--- src/rtl/nand_dma_pkg.sv ---
package nand_dma_pkg;

   localparam logic [1:0] CLS_PAGE = 2'b10;

   typedef enum logic [1:0] {
      ST_IDLE    = 2'd0,
      ST_MT_DATA = 2'd1,
      ST_MT_CMD  = 2'd2,
      ST_BURST   = 2'd3
   } intake_st_e;

   typedef struct packed {
      logic seq;
      logic cls;
      logic size;
      logic busy;
   } intake_err_t;

   function automatic logic size_legal(input logic [7:0] sz);
      return (sz == 8'd4) || (sz == 8'd16) || (sz == 8'd32) || (sz == 8'd64);
   endfunction

endpackage

--- src/rtl/nand_dma_intake_seq.sv ---
module nand_dma_intake_seq
   import nand_dma_pkg::*;
#(
   parameter int SLICE_W  = 16,
   parameter int SLICES   = 4,
   parameter int SIZE_LSB = 0
) (
   input  logic                        clk,
   input  logic                        rst_n,
   input  logic                        dma_mode,
   input  logic                        wr_valid,
   input  logic [1:0]                  wr_class,
   input  logic                        wr_dma,
   input  logic                        wr_phase,
   input  logic [SLICE_W-1:0]          wr_data,
   input  logic                        bst_valid,
   input  logic [$clog2(SLICES)-1:0]   bst_beat,
   input  logic [SLICE_W-1:0]          bst_data,
   input  logic                        desc_pending,
   output logic                        new_desc,
   output logic [SLICE_W*SLICES-1:0]   asm_desc,
   output logic                        fwd_valid,
   output intake_err_t                 err
);
   localparam int IDX_W = $clog2(SLICES);
   localparam logic [IDX_W-1:0] LAST = IDX_W'(SLICES - 1);
   localparam logic [IDX_W-1:0] ONE  = IDX_W'(1);

   intake_st_e        st_q, st_d;
   logic [IDX_W-1:0]  idx_q, idx_d;
   logic [SLICE_W-1:0] slice_q [SLICES];
   logic              store, finish, fwd_d;
   logic [SLICE_W-1:0] store_data;
   intake_err_t       err_d, err_q;
   logic              fwd_q;

   for (genvar k = 0; k < SLICES; k++) begin : g_asm
      if (k == SLICES - 1) begin : g_last
         assign asm_desc[k*SLICE_W +: SLICE_W] = store_data;
      end else begin : g_held
         assign asm_desc[k*SLICE_W +: SLICE_W] = slice_q[k];
      end
   end

   always_comb begin
      st_d       = st_q;
      idx_d      = idx_q;
      store      = 1'b0;
      finish     = 1'b0;
      fwd_d      = 1'b0;
      err_d      = '0;
      store_data = wr_data;
      if (wr_valid) begin
         if (!dma_mode) begin
            if (wr_dma) err_d.cls = 1'b1;
            else        fwd_d     = 1'b1;
         end else if (wr_class != CLS_PAGE) begin
            err_d.cls = 1'b1;
         end else if (!wr_dma) begin
            if (st_q != ST_IDLE) begin
               err_d.seq = 1'b1;
               st_d      = ST_IDLE;
               idx_d     = '0;
            end else begin
               fwd_d = 1'b1;
            end
         end else if (!wr_phase) begin
            if (st_q == ST_IDLE && wr_data[IDX_W-1:0] == '0) begin
               if (desc_pending) err_d.busy = 1'b1;
               else              st_d       = ST_MT_DATA;
            end else if (st_q == ST_MT_CMD && wr_data[IDX_W-1:0] == idx_q) begin
               st_d = ST_MT_DATA;
            end else begin
               err_d.seq = 1'b1;
               st_d      = ST_IDLE;
               idx_d     = '0;
            end
         end else begin
            if (st_q == ST_MT_DATA) begin
               store = 1'b1;
               if (idx_q == LAST) begin
                  finish = 1'b1;
               end else begin
                  st_d  = ST_MT_CMD;
                  idx_d = idx_q + ONE;
               end
            end else begin
               err_d.seq = 1'b1;
               st_d      = ST_IDLE;
               idx_d     = '0;
            end
         end
      end else if (bst_valid) begin
         store_data = bst_data;
         if (!dma_mode) begin
            err_d.cls = 1'b1;
         end else if (st_q == ST_IDLE && bst_beat == '0) begin
            if (desc_pending) begin
               err_d.busy = 1'b1;
            end else begin
               store = 1'b1;
               st_d  = ST_BURST;
               idx_d = ONE;
            end
         end else if (st_q == ST_BURST && bst_beat == idx_q) begin
            store = 1'b1;
            if (idx_q == LAST) finish = 1'b1;
            else               idx_d  = idx_q + ONE;
         end else begin
            err_d.seq = 1'b1;
            st_d      = ST_IDLE;
            idx_d     = '0;
         end
      end
      if (finish) begin
         st_d  = ST_IDLE;
         idx_d = '0;
         if (!size_legal(asm_desc[SIZE_LSB +: 8])) err_d.size = 1'b1;
      end
   end

   assign new_desc = finish && !err_d.size;

   always_ff @(posedge clk or negedge rst_n) begin
      if (!rst_n) begin
         st_q  <= ST_IDLE;
         idx_q <= '0;
         err_q <= '0;
         fwd_q <= 1'b0;
         for (int k = 0; k < SLICES; k++) slice_q[k] <= '0;
      end else begin
         st_q  <= st_d;
         idx_q <= idx_d;
         err_q <= err_d;
         fwd_q <= fwd_d;
         if (store) slice_q[idx_q] <= store_data;
      end
   end

   assign err       = err_q;
   assign fwd_valid = fwd_q;

endmodule

--- src/rtl/nand_dma_desc_port.sv ---
module nand_dma_desc_port #(
   parameter int DESC_W = 64
) (
   input  logic              clk,
   input  logic              rst_n,
   input  logic              new_desc,
   input  logic [DESC_W-1:0] desc_in,
   input  logic              desc_ready,
   output logic              desc_valid,
   output logic [DESC_W-1:0] desc_data
);
   always_ff @(posedge clk or negedge rst_n) begin
      if (!rst_n) begin
         desc_valid <= 1'b0;
         desc_data  <= '0;
      end else if (new_desc) begin
         desc_valid <= 1'b1;
         desc_data  <= desc_in;
      end else if (desc_valid && desc_ready) begin
         desc_valid <= 1'b0;
      end
   end
endmodule

--- src/rtl/nand_dma_done_ctl.sv ---
module nand_dma_done_ctl (
   input  logic clk,
   input  logic rst_n,
   input  logic handoff,
   input  logic handoff_int,
   input  logic desc_valid,
   input  logic eng_done,
   input  logic clr_done,
   output logic done_sts,
   output logic irq,
   output logic eng_idle
);
   logic active_q, int_q, done_q, sel_q;
   logic finish;

   assign finish = eng_done && active_q;

   always_ff @(posedge clk or negedge rst_n) begin
      if (!rst_n) begin
         active_q <= 1'b0;
         int_q    <= 1'b0;
         done_q   <= 1'b0;
         sel_q    <= 1'b0;
      end else begin
         if (handoff) begin
            active_q <= 1'b1;
            int_q    <= handoff_int;
         end else if (finish) begin
            active_q <= 1'b0;
         end
         if (finish) begin
            done_q <= 1'b1;
            sel_q  <= (done_q && sel_q) || int_q;
         end else if (clr_done) begin
            done_q <= 1'b0;
            sel_q  <= 1'b0;
         end
      end
   end

   assign done_sts = done_q;
   assign irq      = done_q && sel_q;
   assign eng_idle = !active_q && !desc_valid;
endmodule

--- src/rtl/nand_dma_cache_guard.sv ---
module nand_dma_cache_guard #(
   parameter int              CACHE_W   = 4,
   parameter logic [CACHE_W-1:0] CACHE_RST = '0,
   parameter bit              DEFER     = 1'b1
) (
   input  logic               clk,
   input  logic               rst_n,
   input  logic               eng_idle,
   input  logic               cache_req,
   input  logic [CACHE_W-1:0] cache_val,
   output logic [CACHE_W-1:0] cache_attr,
   output logic               cache_pend,
   output logic               err_cache
);
   logic [CACHE_W-1:0] attr_q;
   assign cache_attr = attr_q;

   if (DEFER) begin : g_defer
      logic               pend_q;
      logic [CACHE_W-1:0] pval_q;
      always_ff @(posedge clk or negedge rst_n) begin
         if (!rst_n) begin
            attr_q <= CACHE_RST;
            pend_q <= 1'b0;
            pval_q <= '0;
         end else if (cache_req) begin
            if (eng_idle) begin
               attr_q <= cache_val;
               pend_q <= 1'b0;
            end else begin
               pend_q <= 1'b1;
               pval_q <= cache_val;
            end
         end else if (pend_q && eng_idle) begin
            attr_q <= pval_q;
            pend_q <= 1'b0;
         end
      end
      assign cache_pend = pend_q;
      assign err_cache  = 1'b0;
   end else begin : g_flag
      logic err_q;
      always_ff @(posedge clk or negedge rst_n) begin
         if (!rst_n) begin
            attr_q <= CACHE_RST;
            err_q  <= 1'b0;
         end else begin
            err_q <= cache_req && !eng_idle;
            if (cache_req && eng_idle) attr_q <= cache_val;
         end
      end
      assign cache_pend = 1'b0;
      assign err_cache  = err_q;
   end
endmodule

--- src/rtl/nand_dma_intake.sv ---
module nand_dma_intake
   import nand_dma_pkg::*;
#(
   parameter int                 SLICE_W   = 16,
   parameter int                 SLICES    = 4,
   parameter int                 SIZE_LSB  = 0,
   parameter int                 INT_BIT   = 8,
   parameter int                 CACHE_W   = 4,
   parameter logic [CACHE_W-1:0] CACHE_RST = '0,
   parameter bit                 DEFER_CACHE = 1'b1
) (
   input  logic                        clk,
   input  logic                        rst_n,
   input  logic                        dma_mode,
   input  logic                        wr_valid,
   input  logic [1:0]                  wr_class,
   input  logic                        wr_dma,
   input  logic                        wr_phase,
   input  logic [SLICE_W-1:0]          wr_data,
   input  logic                        bst_valid,
   input  logic [$clog2(SLICES)-1:0]   bst_beat,
   input  logic [SLICE_W-1:0]          bst_data,
   output logic                        fwd_valid,
   output logic                        err_seq,
   output logic                        err_class,
   output logic                        err_size,
   output logic                        err_busy,
   output logic                        desc_valid,
   output logic [SLICE_W*SLICES-1:0]   desc_data,
   input  logic                        desc_ready,
   input  logic                        eng_done,
   output logic                        done_sts,
   input  logic                        clr_done,
   output logic                        irq,
   input  logic                        cache_req,
   input  logic [CACHE_W-1:0]          cache_val,
   output logic [CACHE_W-1:0]          cache_attr,
   output logic                        cache_pend,
   output logic                        err_cache
);
   localparam int DESC_W = SLICE_W * SLICES;

   if (SLICES < 2 || (SLICES & (SLICES - 1)) != 0) begin : g_bad_slices
      $error("SLICES must be a power of two of at least 2");
   end
   if (SIZE_LSB + 8 > SLICE_W) begin : g_bad_size
      $error("size field must sit inside the first slice");
   end
   if (INT_BIT >= DESC_W || $clog2(SLICES) > SLICE_W) begin : g_bad_fields
      $error("field positions exceed descriptor width");
   end

   logic              new_desc, eng_idle;
   logic [DESC_W-1:0] asm_desc;
   intake_err_t       err;

   nand_dma_intake_seq #(
      .SLICE_W(SLICE_W), .SLICES(SLICES), .SIZE_LSB(SIZE_LSB)
   ) seq_i (
      .clk(clk), .rst_n(rst_n), .dma_mode(dma_mode),
      .wr_valid(wr_valid), .wr_class(wr_class), .wr_dma(wr_dma),
      .wr_phase(wr_phase), .wr_data(wr_data),
      .bst_valid(bst_valid), .bst_beat(bst_beat), .bst_data(bst_data),
      .desc_pending(desc_valid), .new_desc(new_desc), .asm_desc(asm_desc),
      .fwd_valid(fwd_valid), .err(err)
   );

   assign err_seq   = err.seq;
   assign err_class = err.cls;
   assign err_size  = err.size;
   assign err_busy  = err.busy;

   nand_dma_desc_port #(.DESC_W(DESC_W)) port_i (
      .clk(clk), .rst_n(rst_n), .new_desc(new_desc), .desc_in(asm_desc),
      .desc_ready(desc_ready), .desc_valid(desc_valid), .desc_data(desc_data)
   );

   nand_dma_done_ctl done_i (
      .clk(clk), .rst_n(rst_n),
      .handoff(desc_valid && desc_ready), .handoff_int(desc_data[INT_BIT]),
      .desc_valid(desc_valid), .eng_done(eng_done), .clr_done(clr_done),
      .done_sts(done_sts), .irq(irq), .eng_idle(eng_idle)
   );

   nand_dma_cache_guard #(
      .CACHE_W(CACHE_W), .CACHE_RST(CACHE_RST), .DEFER(DEFER_CACHE)
   ) cache_i (
      .clk(clk), .rst_n(rst_n), .eng_idle(eng_idle),
      .cache_req(cache_req), .cache_val(cache_val),
      .cache_attr(cache_attr), .cache_pend(cache_pend), .err_cache(err_cache)
   );

endmodule

--- config.mk ---
export PLATFORM = sky130hd
export DESIGN_NAME = nand_dma_intake
export DESIGN_NICKNAME = d
export VERILOG_FILES = /design/src/rtl/nand_dma_pkg.sv /design/src/rtl/nand_dma_intake_seq.sv /design/src/rtl/nand_dma_desc_port.sv /design/src/rtl/nand_dma_done_ctl.sv /design/src/rtl/nand_dma_cache_guard.sv /design/src/rtl/nand_dma_intake.sv
export SDC_FILE = /design/constraint.sdc
export NUM_CORES = 1
export LEC_CHECK = 0
export BUFFER_PORTS_ARGS = -buffer_cell sky130_fd_sc_hd__buf_4
export CORE_UTILIZATION = 31
export DETAILED_ROUTE_END_ITERATION = 8
export PLACE_DENSITY = 0.57
export SYNTH_ARGS = -nofsm -noshare
export SYNTH_HDL_FRONTEND = slang
export SYNTH_SLANG_ARGS = --single-unit
--- constraint.sdc ---
create_clock -name clk -period 3.3 [get_ports clk]
set_clock_uncertainty 0.05 [all_clocks]
set_input_delay 0.165 -clock clk [delete_from_list [all_inputs] [get_ports clk]]
set_output_delay 0.165 -clock clk [all_outputs]
set_load 0.005 [all_outputs]
==> results of run 1 <==
through the flow:
step	hold slack (ns)	utilization (%)	setup slack, ns	cells
global route	0.0349	42.2	0.354	781
finish	0.0368	42.2	0.544	781
global placement	0.234	38.2	0.723	739
CTS	0.00338	42.2	0.551	781
floorplan	-0.181	-	0.968	399
detailed placement	0.247	38.2	0.562	739
worst max-delay path: cells and delay by family (launching register included):
| family | cells | cell delay (ns) |
|---|---|---|
| flops | 1 | 0.54 |
| compound gates | 2 | 0.53 |
| simple gates | 1 | 0.75 |
| mux | 1 | 0.42 |
| xor+xnor | 1 | 0.35 |
routing by layer:
layer,vias up,track usage (%)
li1,1696,-
met1,1831,18.6
met2,144,22.1
met3,16,5.72
met4,0,5.80
met5,-,0
final timing paths:
check	endpoint	slack, ns	cells after the start
max in group asynchronous	seq_i.err[1]$_DFF_PN0_	2.12	3
min in group asynchronous	port_i.desc_data[43]$_DFFE_PN0P_	0.33	2
max reg2reg	seq_i.asm_desc[27]$_DFFE_PN0P_	0.54	5
min reg2reg	port_i.desc_data[0]$_DFFE_PN0P_	0.45	1
max	seq_i.asm_desc[27]$_DFFE_PN0P_	0.54	5
min	seq_i.fwd_valid$_DFF_PN0_	0.04	4
kinds of logic after synthesis:
logic type / share of synthesized area [%]
buffers and inverters: 3.83
muxes: 26.9
DFF: 58.5
AOI/OAI and AO/OA: 4.16
other: 0.0649
xor gates and xnor gates: 0.758
and+or+nand+nor: 5.83
state kept, by name, summed over array words and instances, names as in the netlist:
| name | flops |
|---|---|
| cache_i.cache_pend | 1 |
| seq_i.idx_q | 2 |
| seq_i.fwd_valid | 1 |
| done_i.done_sts | 1 |
| seq_i.asm_desc | 48 |
| cache_i.g_defer.pval_q | 4 |
| cache_i.cache_attr | 4 |
| done_i.int_q | 1 |
| port_i.desc_data | 64 |
| done_i.sel_q | 1 |
| seq_i.st_q | 2 |
| port_i.desc_valid | 1 |
| done_i.active_q | 1 |
| seq_i.err | 4 |
report_power, final:
part | switching, W | internal, W
sequential | 0.000155 | 0.00188
clock | 0.000728 | 0.00127
combinational | 0.000211 | 0.000337
cell usage after synthesis, drive strengths merged (4+ instances only):
| library cell | n |
|---|---|
| mux2i | 4 |
| buf | 13 |
| nand2 | 14 |
| xor2 | 5 |
| nor2 | 14 |
| mux2 | 131 |
| nor3 | 6 |
| and2 | 5 |
| a21oi | 7 |
| clkbuf | 9 |
| inv | 4 |
| dfrtp | 135 |
| o21ai | 8 |
cell type report:
cell class,instances,area [sq um],area share (%)
flip-flops and latches,135,3380,44.2
clock inverters,15,200,2.62
multi-input cells,237,2190,28.6
inverters,4,15.0,0.196
clock buffers,17,425,5.57
well taps,229,287,3.75
repair buffers,144,1150,15.0
==> summary.md, run 1 <==
| Metric | Value |
|---|---|
| Number of global-route vias before repair | slightly above 4,000 |
| CP Launch Type | register |
| First-pass GRT wire length | 21,800 um |
| Met2 WL post-DR | 5940 um |
| Post-DP HPWL | a little under 9000 um |
| FFs w/ async S/R, synth | 100% |
| Power Dens Cells | 599 nW/um^2 |
| # port buffers | around 130 |
| Clk Latency, worst-skew pair | a little over 0.4 ns |
| CP endpoint kind | register |
| Antenna-violating nets left | 0 |
| GR Overflow Total | 0 |
| Cells after Synth | between 300 and 400 |
| Failing checks | design-rule violations |
| Data required time of the critical path | between 3 and 4 ns |
| Setup crit start | seq_i.idx_q[0]$_DFFE_PN0P_ |
| Maxcap violations | 0 |
| Vias per cell | 4.72 |
| Initial detailed-routing violation count | ~180 |
| Area after DPL | ~6900 sq um |
| CP arrival | approximately 3 ns |
| # setup viols final | 0 |
| Pre-antenna DRT Iters | 6 |
| CTS tree | yes |
| Crit-path max cell delay | 0.75 ns |
| Die area | 19,200 sq um |
| Kind of critical path | reg2reg |
| Slew Viols, Final | 0 |
| Wl on met1 | about 5700 um |
| Overall Power | between 0.004 and 0.005 W |
| Number of synthesized flops with an enable pin | 0 |
| Area share of the leading cell type in the synthesized netlist | 58.5% |
| Final instance area | around 7600 sq um |
| RePlAce Congestion | roughly 0.84 |
| Routed WL per cell | 16.5 um |
| Post-route minimum period | 2.76 ns |
| Leakage power | 3.88 nW |
| Worst slew margin | around two fifths |
| GRT Overall Usage | about 15% |
| Reg2reg start | seq_i.idx_q[0]$_DFFE_PN0P_ |
| Clk slew on worst S/H paths | 0.06 ns |
| Routed wire length | between 10,000 and 15,000 um |
| Cts repair resizes | 0 |
| CP max FO | 16 |
| Syn Area/Cell | between 10 and 15 sq um |
| Period utilization | roughly 84% |
| Cell area after synthesis | 5780 sq um |
| Fmax achieved | around 0.36 GHz |
| Commonest cells after routing, fill and taps aside | dfrtp_1 (135), buf_4 (130), mux2_2 (121) |
| Area Growth Syn to Fin | 32.3% |
| Die Y | ~140 um |
| HP Start | wr_class[0] |
| Nets | 590 |
| Top FF cell, synth | dfrtp_1 |
| # Post-CTS Setup Buffers | 0 |
| Yosys cell types | 52 |
| Layout cells sized above 1 | 55.6% |
| Synthesis-stage register bit count | between 100 and 150 |
| H-tree levels | 4 |
| Worst min-delay path class | in2reg |
| Root buf cell | clkbuf_16 |
| Antenna violations before repair | 0 |
| IO Count | 129 |
| Die W | approximately 140 um |
| Largest net degree at the start of global routing | 91 |
| Row count | slightly below 50 |
| DRC viols | 18 |
| Clock sink total | about 140 |
| Hold_buf cts | 10 |
| N_diodes | 0 |
| Outcome | finished, violations left |
| Post-route setup TNS | 0 ns |
| Routed vias | approximately 3,700 |
| WL met3 | around 1100 um |
| Starting density of the core | 31.9% |
| Sequential share of the synthesized area | roughly three fifths |
| CTS buffer count | 17 |
| Measured slew at the worst slew-check pin | slightly below 0.9 ns |
| Crit path cell chain | xor2_1 > o32ai_1 > a31oi_1 > or2_1 > mux2_2 |
| Number of fill cells in the layout | approximately 1,700 |
| Critical Path Slowest Stage Cell | or2_1 |
| Synth area leaders | dfrtp_1 (58%), mux2_2 (24%), mux2_4 (2.6%) |
| Unrepaired setup endpoints after global routing | false |
| Final Hold Fails | 0 |
| Max rail drop VDD | 0.349 mV |
| Commonest non-fill, non-tap cell in the layout | dfrtp_1 |
| Syn Nets | between 400 and 500 |
| Synth warn | 0 |
| Cell taking the most area after synthesis | dfrtp_1 |
| CORE AREA | between 15,000 and 20,000 sq um |
| Uppermost layer routed | met4 |
| Bufs on Longest Clock Path | 2 |
Note: power is estimated with default switching activity, not from simulation.
==> run 2: changes to the inputs <==
- clock period: 3.3 -> 2.8 ns (I/O delays scaled with it)
==> run 2 against run 1 <==
The run still ends with design-rule violations left. Non-clock buffer count grew 2. Combinational power grew 19%. Cell count grew 0.26%. Sequential power grew 18%. Flip-flop and latch count is the same. Critical path depth grew 1. Hold slack gained 0.0021 ns. Maximum frequency grew 10%. Global-route usage shrank 0.20 points. Register-to-register slack lost 0.25 ns. Worst setup slack lost 0.25 ns. Largest cell class unchanged.
==> summary.md, run 2 (synthesis results as in run 1) <==
| Metric | Value |
|---|---|
| Outcome | finished, violations left |
| Failing checks | design-rule violations |
| Root buf cell | clkbuf_16 |
| CTS buffer count | 17 (unchanged) |
| Antenna violations before repair | 0 (unchanged) |
| Layout cells sized above 1 | 54.9% (-0.74 points) |
| RePlAce Congestion | 0.848 (+0.80%) |
| Initial detailed-routing violation count | 181 (+2.8%) |
| WP buf/inv | 1 (+1) |
| Max rail drop VDD | 0.385 mV (+10%) |
| Post-route minimum period | 2.50 ns (-0.252 ns) |
| Number of flip-flops in the largest register | 64 (unchanged) |
| First-pass GRT wire length | 21,600 um (-0.89%) |
| Die Y | 139 um (unchanged) |
| Finished Layout Cells | 783 (+0.26%) |
| Area Growth Syn to Fin | 31.7% |
| # setup viols final | 0 (unchanged) |
| Post-DP HPWL | 8620 um (-1.6%) |
| WHS Endpoint | seq_i.fwd_valid$_DFF_PN0_ |
| Routed WL per cell | 16.4 um (-0.88%) |
| Pre-antenna DRT Iters | 6 (unchanged) |
| Die area | 19,200 sq um (unchanged) |
| Slew Viols, Final | 0 (unchanged) |
| Worst slew margin | 53.1% (+12 points) |
| Nets | 592 (+0.34%) |
| Measured slew at the worst slew-check pin | 0.703 ns (-0.180 ns) |
| Cts repair resizes | 0 (unchanged) |
| Top reg by flops | port_i.desc_data |
| DRC viols | 18 (unchanged) |
| Clk slew on worst S/H paths | 0.05 ns (about the same) |
| GRT Overall Usage | 14.4% (-0.20 points) |
| Final Hold Fails | 0 (unchanged) |
| Largest net degree at the start of global routing | 76 (-16%) |
| Routed vias | 3,727 (+1.1%) |
| Register Area | 3380 sq um (unchanged) |
| Critical Path Slowest Stage Cell | or4_1 |
| Hold WS | 0.0390 ns (+0.00213 ns) |
| Post-route setup TNS | 0 ns (unchanged) |
| Top delay family on crit path | simple AND/OR/NAND/NOR gates |
| Row count | 49 (unchanged) |
| Die W | 139 um (unchanged) |
| Period utilization | 89.4% (+5.9 points) |
| CORE AREA | 18,100 sq um (unchanged) |
| Routed wire length | 12,800 um (-0.63%) |
| GR Overflow Total | 0 (unchanged) |
| Number of fill cells in the layout | 1,688 (+1.3%) |
| Maxcap violations | 0 (unchanged) |
| CP endpoint kind | register |
| Crit path cell chain | or4_1 > o32ai_1 > a31oi_1 > or3_1 > buf_4 > mux2_4 |
| Kind of critical path | reg2reg |
| Cell depth of the worst hold path | 3 (-1) |
| Leakage power | 3.86 nW (-0.47%) |
| H-tree levels | 4 (unchanged) |
| CP Launch Type | register |
| Unrepaired setup endpoints after global routing | false |
| Power Dens Cells | 689 nW/um^2 (+15%) |
| CP max FO | 16 (unchanged) |
| Area of the multi-input gates | 2190 sq um (unchanged) |
| Final core occ | 42.1% (-0.19 points) |
| CP arrival | 2.74 ns (-0.27 ns) |
| Number of global-route vias before repair | 3,999 (-0.82%) |
| Clock sink total | 135 (unchanged) |
| Worst min-delay path class | in2reg |
| # Post-CTS Setup Buffers | 0 (unchanged) |
| # port buffers | 127 (unchanged) |
| Reg2reg start | seq_i.st_q[1]$_DFFE_PN0P_ |
| Fmax achieved | 0.399 GHz (+10%) |
| Hold_buf cts | 10 (unchanged) |
| Antenna-violating nets left | 0 (unchanged) |
| HP Start | wr_dma |
| CTS tree | yes |
| Bufs on Longest Clock Path | 2 (unchanged) |
| Data required time of the critical path | 3.04 ns (-0.51 ns) |
| R2R cell count | 6 (+1) |
| Vias per cell | 4.76 (+0.83%) |
| Crit-path max cell delay | 0.54 ns (-0.21 ns) |
| Clk Latency, worst-skew pair | 0.41 ns (about the same) |
| Worst R2R End | seq_i.asm_desc[4]$_DFFE_PN0P_ |
| IO Count | 129 (unchanged) |
| N_diodes | 0 (unchanged) |
| R2R setup slack | 0.30 ns (-0.25 ns) |
| Placed insts | 741 (+0.27%) |
| Starting density of the core | 31.9% (unchanged) |
| Commonest non-fill, non-tap cell in the layout | dfrtp_1 |
| Commonest cells after routing, fill and taps aside | dfrtp_1 (135), buf_4 (133), mux2_2 (121) |
run 2: cell count changes in the layout (fill, tap and decap cells not counted), sizes merged:
cell and delta:
inv -4, buf +2, clkbuf +9, bufinv -2, clkinv -3
run 2: where the power goes:
part	leakage (nW)	total, W	switching [W]	internal (W)
logic	1.75	0.000655	0.000251	0.000404
registers	1.83	0.00239	0.000178	0.00221
clock network	0.285	0.00220	0.000789	0.00141
run 2: tightest hold or removal path, cell delays in order:
cell and delay (ns):
buf_4 0.13, nand2b_1 0.13, a21oi_1 0.05
run 2: worst max path at each step:
stage / depth (start not counted) / to / from / slack [ns]
floorplan: 7 / seq_i.asm_desc[38]$_DFFE_PN0P_ / seq_i.st_q[1]$_DFFE_PN0P_ / 0.47
global placement: 6 / seq_i.asm_desc[11]$_DFFE_PN0P_ / seq_i.st_q[1]$_DFFE_PN0P_ / 0.42
detailed placement: 6 / seq_i.asm_desc[14]$_DFFE_PN0P_ / seq_i.idx_q[0]$_DFFE_PN0P_ / 0.39
CTS: 6 / seq_i.asm_desc[0]$_DFFE_PN0P_ / seq_i.idx_q[0]$_DFFE_PN0P_ / 0.36
global route: 6 / seq_i.asm_desc[0]$_DFFE_PN0P_ / seq_i.idx_q[0]$_DFFE_PN0P_ / 0.25
finish: 6 / seq_i.asm_desc[4]$_DFFE_PN0P_ / seq_i.st_q[1]$_DFFE_PN0P_ / 0.30
run 2: per-layer routing:
metal / wire length, um / global-route usage, %
met1: 5940 / 19.0
met2: 5920 / 21.8
met3: 905 / 5.16
met4: 80 / 4.91
met5: 0 / 0
run 2: layout make-up:
class | count | share of cell area (%)
clock buffers | 26 | 6.56
clock inverters | 6 | 1.18
inverters | 4 | 0.197
well taps | 229 | 3.77
flip-flops and latches | 135 | 44.4
repair buffers | 146 | 15.1
multi-input cells | 237 | 28.8
run 2: stage by stage:
stage	power [W]	setup slack [ns]	cell area, sq um
2_1_floorplan	0.00285	0.468	5780
3_3_place_gp	0.00304	0.417	6920
3_5_place_dp	0.00308	0.393	6920
4_1_cts	0.00532	0.362	7610
5_1_grt	0.00552	0.247	7610
6_report	0.00524	0.296	7610
==> run 3: changes to the inputs <==
--- a/config.mk
+++ b/config.mk
@@ -8,7 +8,9 @@
 export BUFFER_PORTS_ARGS = -buffer_cell sky130_fd_sc_hd__buf_4
+export CAP_MARGIN = 0
 export CORE_UTILIZATION = 31
 export DETAILED_ROUTE_END_ITERATION = 8
-export PLACE_DENSITY = 0.57
+export PLACE_DENSITY = 0.56
 export SYNTH_ARGS = -nofsm -noshare
 export SYNTH_HDL_FRONTEND = slang
+export SYNTH_HIERARCHICAL = 1
 export SYNTH_SLANG_ARGS = --single-unit
--- a/constraint.sdc
+++ b/constraint.sdc
@@ -4,2 +4,2 @@
 set_output_delay 0.14 -clock clk [all_outputs]
-set_load 0.005 [all_outputs]
+set_load 0.02 [all_outputs]
==> run 3 against run 2 <==
The flow now finishes without violations. Wire length is 21% higher. Non-clock buffer count up 17. Maximum frequency fell by 0.60%. Flip-flop and latch count did not move. Hold slack got worse by 0.027 ns. Cell area up 6.5%. Clock power is essentially flat. Clock-buffer cell count shrank 9. Critical endpoint is now port_i/desc_data[20]$_DFFE_PN0P_. Largest cell class unchanged.
==> summary.md, run 3 <==
| Metric | Value |
|---|---|
| Reg2reg start | seq_i/st_q[0]$_DFFE_PN0P_ |
| RePlAce Congestion | 0.793 (-6.6%) |
| Die Y | 143 um (+2.9%) |
| Synth warn | 6 (+6) |
| Maxcap violations | 0 (unchanged) |
| Starting density of the core | 31.6% (-0.39 points) |
| Kind of critical path | reg2reg |
| Post-route minimum period | 2.52 ns (+0.0150 ns) |
| Worst slew margin | 19.7% (-33 points) |
| Post-synth top cells | dfrtp_1 (135), mux2_4 (54), nand2_1 (54) |
| H-tree levels | 4 (unchanged) |
| Unrepaired setup endpoints after global routing | false |
| Psw | 0.00141 W (+16%) |
| Nets | 680 (+15%) |
| Final core occ | 41.8% (-0.29 points) |
| Commonest cells after routing, fill and taps aside | buf_4 (148), dfrtp_1 (135), mux2_4 (54), nand2_1 (54), o21ai_1 (48) |
| DRC viols | 0 (-18) |
| Commonest non-fill, non-tap cell in the layout | buf_4 |
| IO Count | 129 (unchanged) |
| Die area | 20,300 sq um (+5.9%) |
| Area share of the leading cell type in the synthesized netlist | 55.2% (-3.3 points) |
| Clk Latency, worst-skew pair | 0.42 ns (about the same) |
| Placed insts | 864 (+17%) |
| Most used standard cell by instance count after synthesis | dfrtp_1 |
| Syn Area/Cell | 13.0 sq um (-10%) |
| Synthesis-stage register bit count | 135 (unchanged) |
| Seq pwr share | 45.2% (-0.4 points) |
| Leakage power | 3.98 nW (+3.0%) |
| Final Hold Fails | 0 (unchanged) |
| # port buffers | 127 (unchanged) |
| Cell area after synthesis | 6120 sq um (+6.0%) |
| Measured slew at the worst slew-check pin | 1.20 ns (+0.498 ns) |
| Outcome | complete, no violations |
| Antenna-violating nets left | 0 (unchanged) |
| Bufs on Longest Clock Path | 2 (unchanged) |
| Routed vias | 4,127 (+11%) |
| CP Launch Type | register |
| Row count | 51 (+4.1%) |
| Yosys cell types | 54 (+3.8%) |
| Clock sink total | 135 (unchanged) |
| N_diodes | 0 (unchanged) |
| Vias per cell | 4.55 (-4.4%) |
| Max rail drop VDD | 0.504 mV (+31%) |
| CORE AREA | 19,400 sq um (+7.3%) |
| Setup crit start | seq_i/st_q[0]$_DFFE_PN0P_ |
| GR Overflow Total | 0 (unchanged) |
| Synth area leaders | dfrtp_1 (55%), mux2_4 (13%), o21ai_1 (3.9%) |
| Hold WS | 0.0115 ns (-0.0274 ns) |
| Fmax achieved | 0.397 GHz (-0.60%) |
| R2R cell count | 6 (unchanged) |
| Overall Power | 0.00506 W (-3.6%) |
| Initial detailed-routing violation count | 193 (+6.6%) |
| Clk pwr share | 43.9% (+2.0 points) |
| Finished Layout Cells | 907 (+16%) |
| Cell taking the most area after synthesis | dfrtp_1 |
| Post-DP HPWL | 11,400 um (+32%) |
| Period utilization | 90.0% (+0.54 points) |
| Number of synthesized flops with an enable pin | 0 (unchanged) |
| Number of flip-flops in the largest register | 64 (unchanged) |
| Die W | 143 um (+2.9%) |
| GRT Overall Usage | 16.3% (+2.0 points) |
| Top reg by flops | port_i/desc_data |
| Comb power frac | 10.9% (-1.6 points) |
| Switching Share | 28.0% (+4.8 points) |
| Cells after Synth | 472 (+18%) |
| Post-route setup TNS | 0 ns (unchanged) |
| Data required time of the critical path | 3.05 ns (about the same) |
| Slew Viols, Final | 0 (unchanged) |
| Pre-antenna DRT Iters | 5 (-1) |
| Syn Nets | 523 (+16%) |
| Power Dens Cells | 624 nW/um^2 (-9.5%) |
| CTS buffer count | 17 (unchanged) |
| CP arrival | 2.77 ns (+0.03 ns) |
| R2R setup slack | 0.28 ns (-0.02 ns) |
| Number of global-route vias before repair | 4,260 (+6.5%) |
| Root buf cell | clkbuf_16 |
| Sequential share of the synthesized area | 55.2% (-3.3 points) |
| FFs w/ async S/R, synth | 100% (unchanged) |
| Largest net degree at the start of global routing | 82 (+7.9%) |
| Cell depth of the worst hold path | 3 (unchanged) |
| Routed WL per cell | 17.2 um (+4.8%) |
| Pint | 0.00364 W (-9.6%) |
| CP endpoint kind | register |
| Antenna violations before repair | 0 (unchanged) |
| Layout cells sized above 1 | 43.9% (-11 points) |
| # setup viols final | 0 (unchanged) |
| Worst min-delay path class | in2reg |
| Routed wire length | 15,600 um (+21%) |
| CTS tree | yes |
| HP Start | cache_req |
| Area Growth Syn to Fin | 32.4% |
| First-pass GRT wire length | 24,500 um (+13%) |
| CP max FO | 18 (+2) |
| Clk slew on worst S/H paths | 0.06 ns (about the same) |
| Worst R2R End | port_i/desc_data[20]$_DFFE_PN0P_ |
| Top FF cell, synth | dfrtp_1 |
| WHS Endpoint | cache_i/cache_attr[0]$_DFFE_PN0P_ |
| # Post-CTS Setup Buffers | 0 (unchanged) |
## run 3: changes by cell type in the layout (fill, tap and decap cells not counted), moves of 15 or more
cell	previous run	this run
buf_4	133	148
mux2i_1	4	19
mux2_4	10	54
inv_1	4	22
nand2_1	13	54
o21ai_1	0	48
mux2_2	121	16
## run 3: what timing repair did
| action | 4_1_cts | 5_1_grt |
|---|---|---|
| hold buffers | 11 | 0 |
| endpoints found under the hold margin | 92 | 0 |
| resized for setup | 0 | 0 |
## run 3: cell families (layout without fill, tap and decap cells)
kind of cell,Yosys count,after routing,synth area share (%)
other,1,1,0.0613
buffers and inverters,47,217,5.17
and+or+nand+nor,113,113,10.4
DFF,135,135,55.2
AOI/OAI and AO/OA,83,83,9.30
muxes,89,89,19.3
xor gates and xnor gates,4,4,0.572
## run 3: layout make-up
type	instances	area, sq um
clock buffer	17	425
clock inverter	15	161
fill	1843	11300
inverter	22	82.6
multi-input combinational	290	2430
sequential	135	3380
tap	265	332
timing repair buffer	163	1290
## run 3: metrics by stage
step           instance area, sq um  setup WS (ns)
2_1_floorplan                  6120          0.588
3_3_place_gp                   7410          0.386
3_5_place_dp                   7410          0.291
4_1_cts                        8100          0.262
5_1_grt                        8100          0.113
6_report                       8100          0.281
## run 3: power groups by stage
stage | clock network (W) | logic [W] | registers, W
detailed placement | 0 | 0.000546 | 0.00232
finish | 0.00222 | 0.000550 | 0.00229
global route | 0.00238 | 0.000618 | 0.00231
CTS | 0.00228 | 0.000559 | 0.00229
floorplan | 0 | 0.000345 | 0.00226
global placement | 0 | 0.000533 | 0.00231
## run 3: how the worst max path moves through the flow
stage                                        to  slack (ns)  cells past startpoint
2_1_floorplan  port_i/desc_data[12]$_DFFE_PN0P_        0.59                      8
3_5_place_dp    port_i/desc_data[9]$_DFFE_PN0P_        0.29                      6
4_1_cts        port_i/desc_data[20]$_DFFE_PN0P_        0.26                      6
3_3_place_gp   port_i/desc_data[61]$_DFFE_PN0P_        0.39                      6
6_report       port_i/desc_data[20]$_DFFE_PN0P_        0.28                      6
5_1_grt        port_i/desc_data[20]$_DFFE_PN0P_        0.11                      6
## run 3: layer usage
metal	up-vias	GRT usage (%)	routed length, um
met5	-	0	0
li1	1984	-	-
met4	0	5.38	195
met1	2045	19.6	6620
met2	86	28.2	8200
met3	12	4.44	571
## run 3: critical path, cell delays in order, from the launching register on
cell	delay (ns)
dfrtp_1	0.57
nand2_1	0.13
and3b_4	0.39
a32oi_2	0.10
and3b_4	0.57
buf_12	0.24
mux2_4	0.32
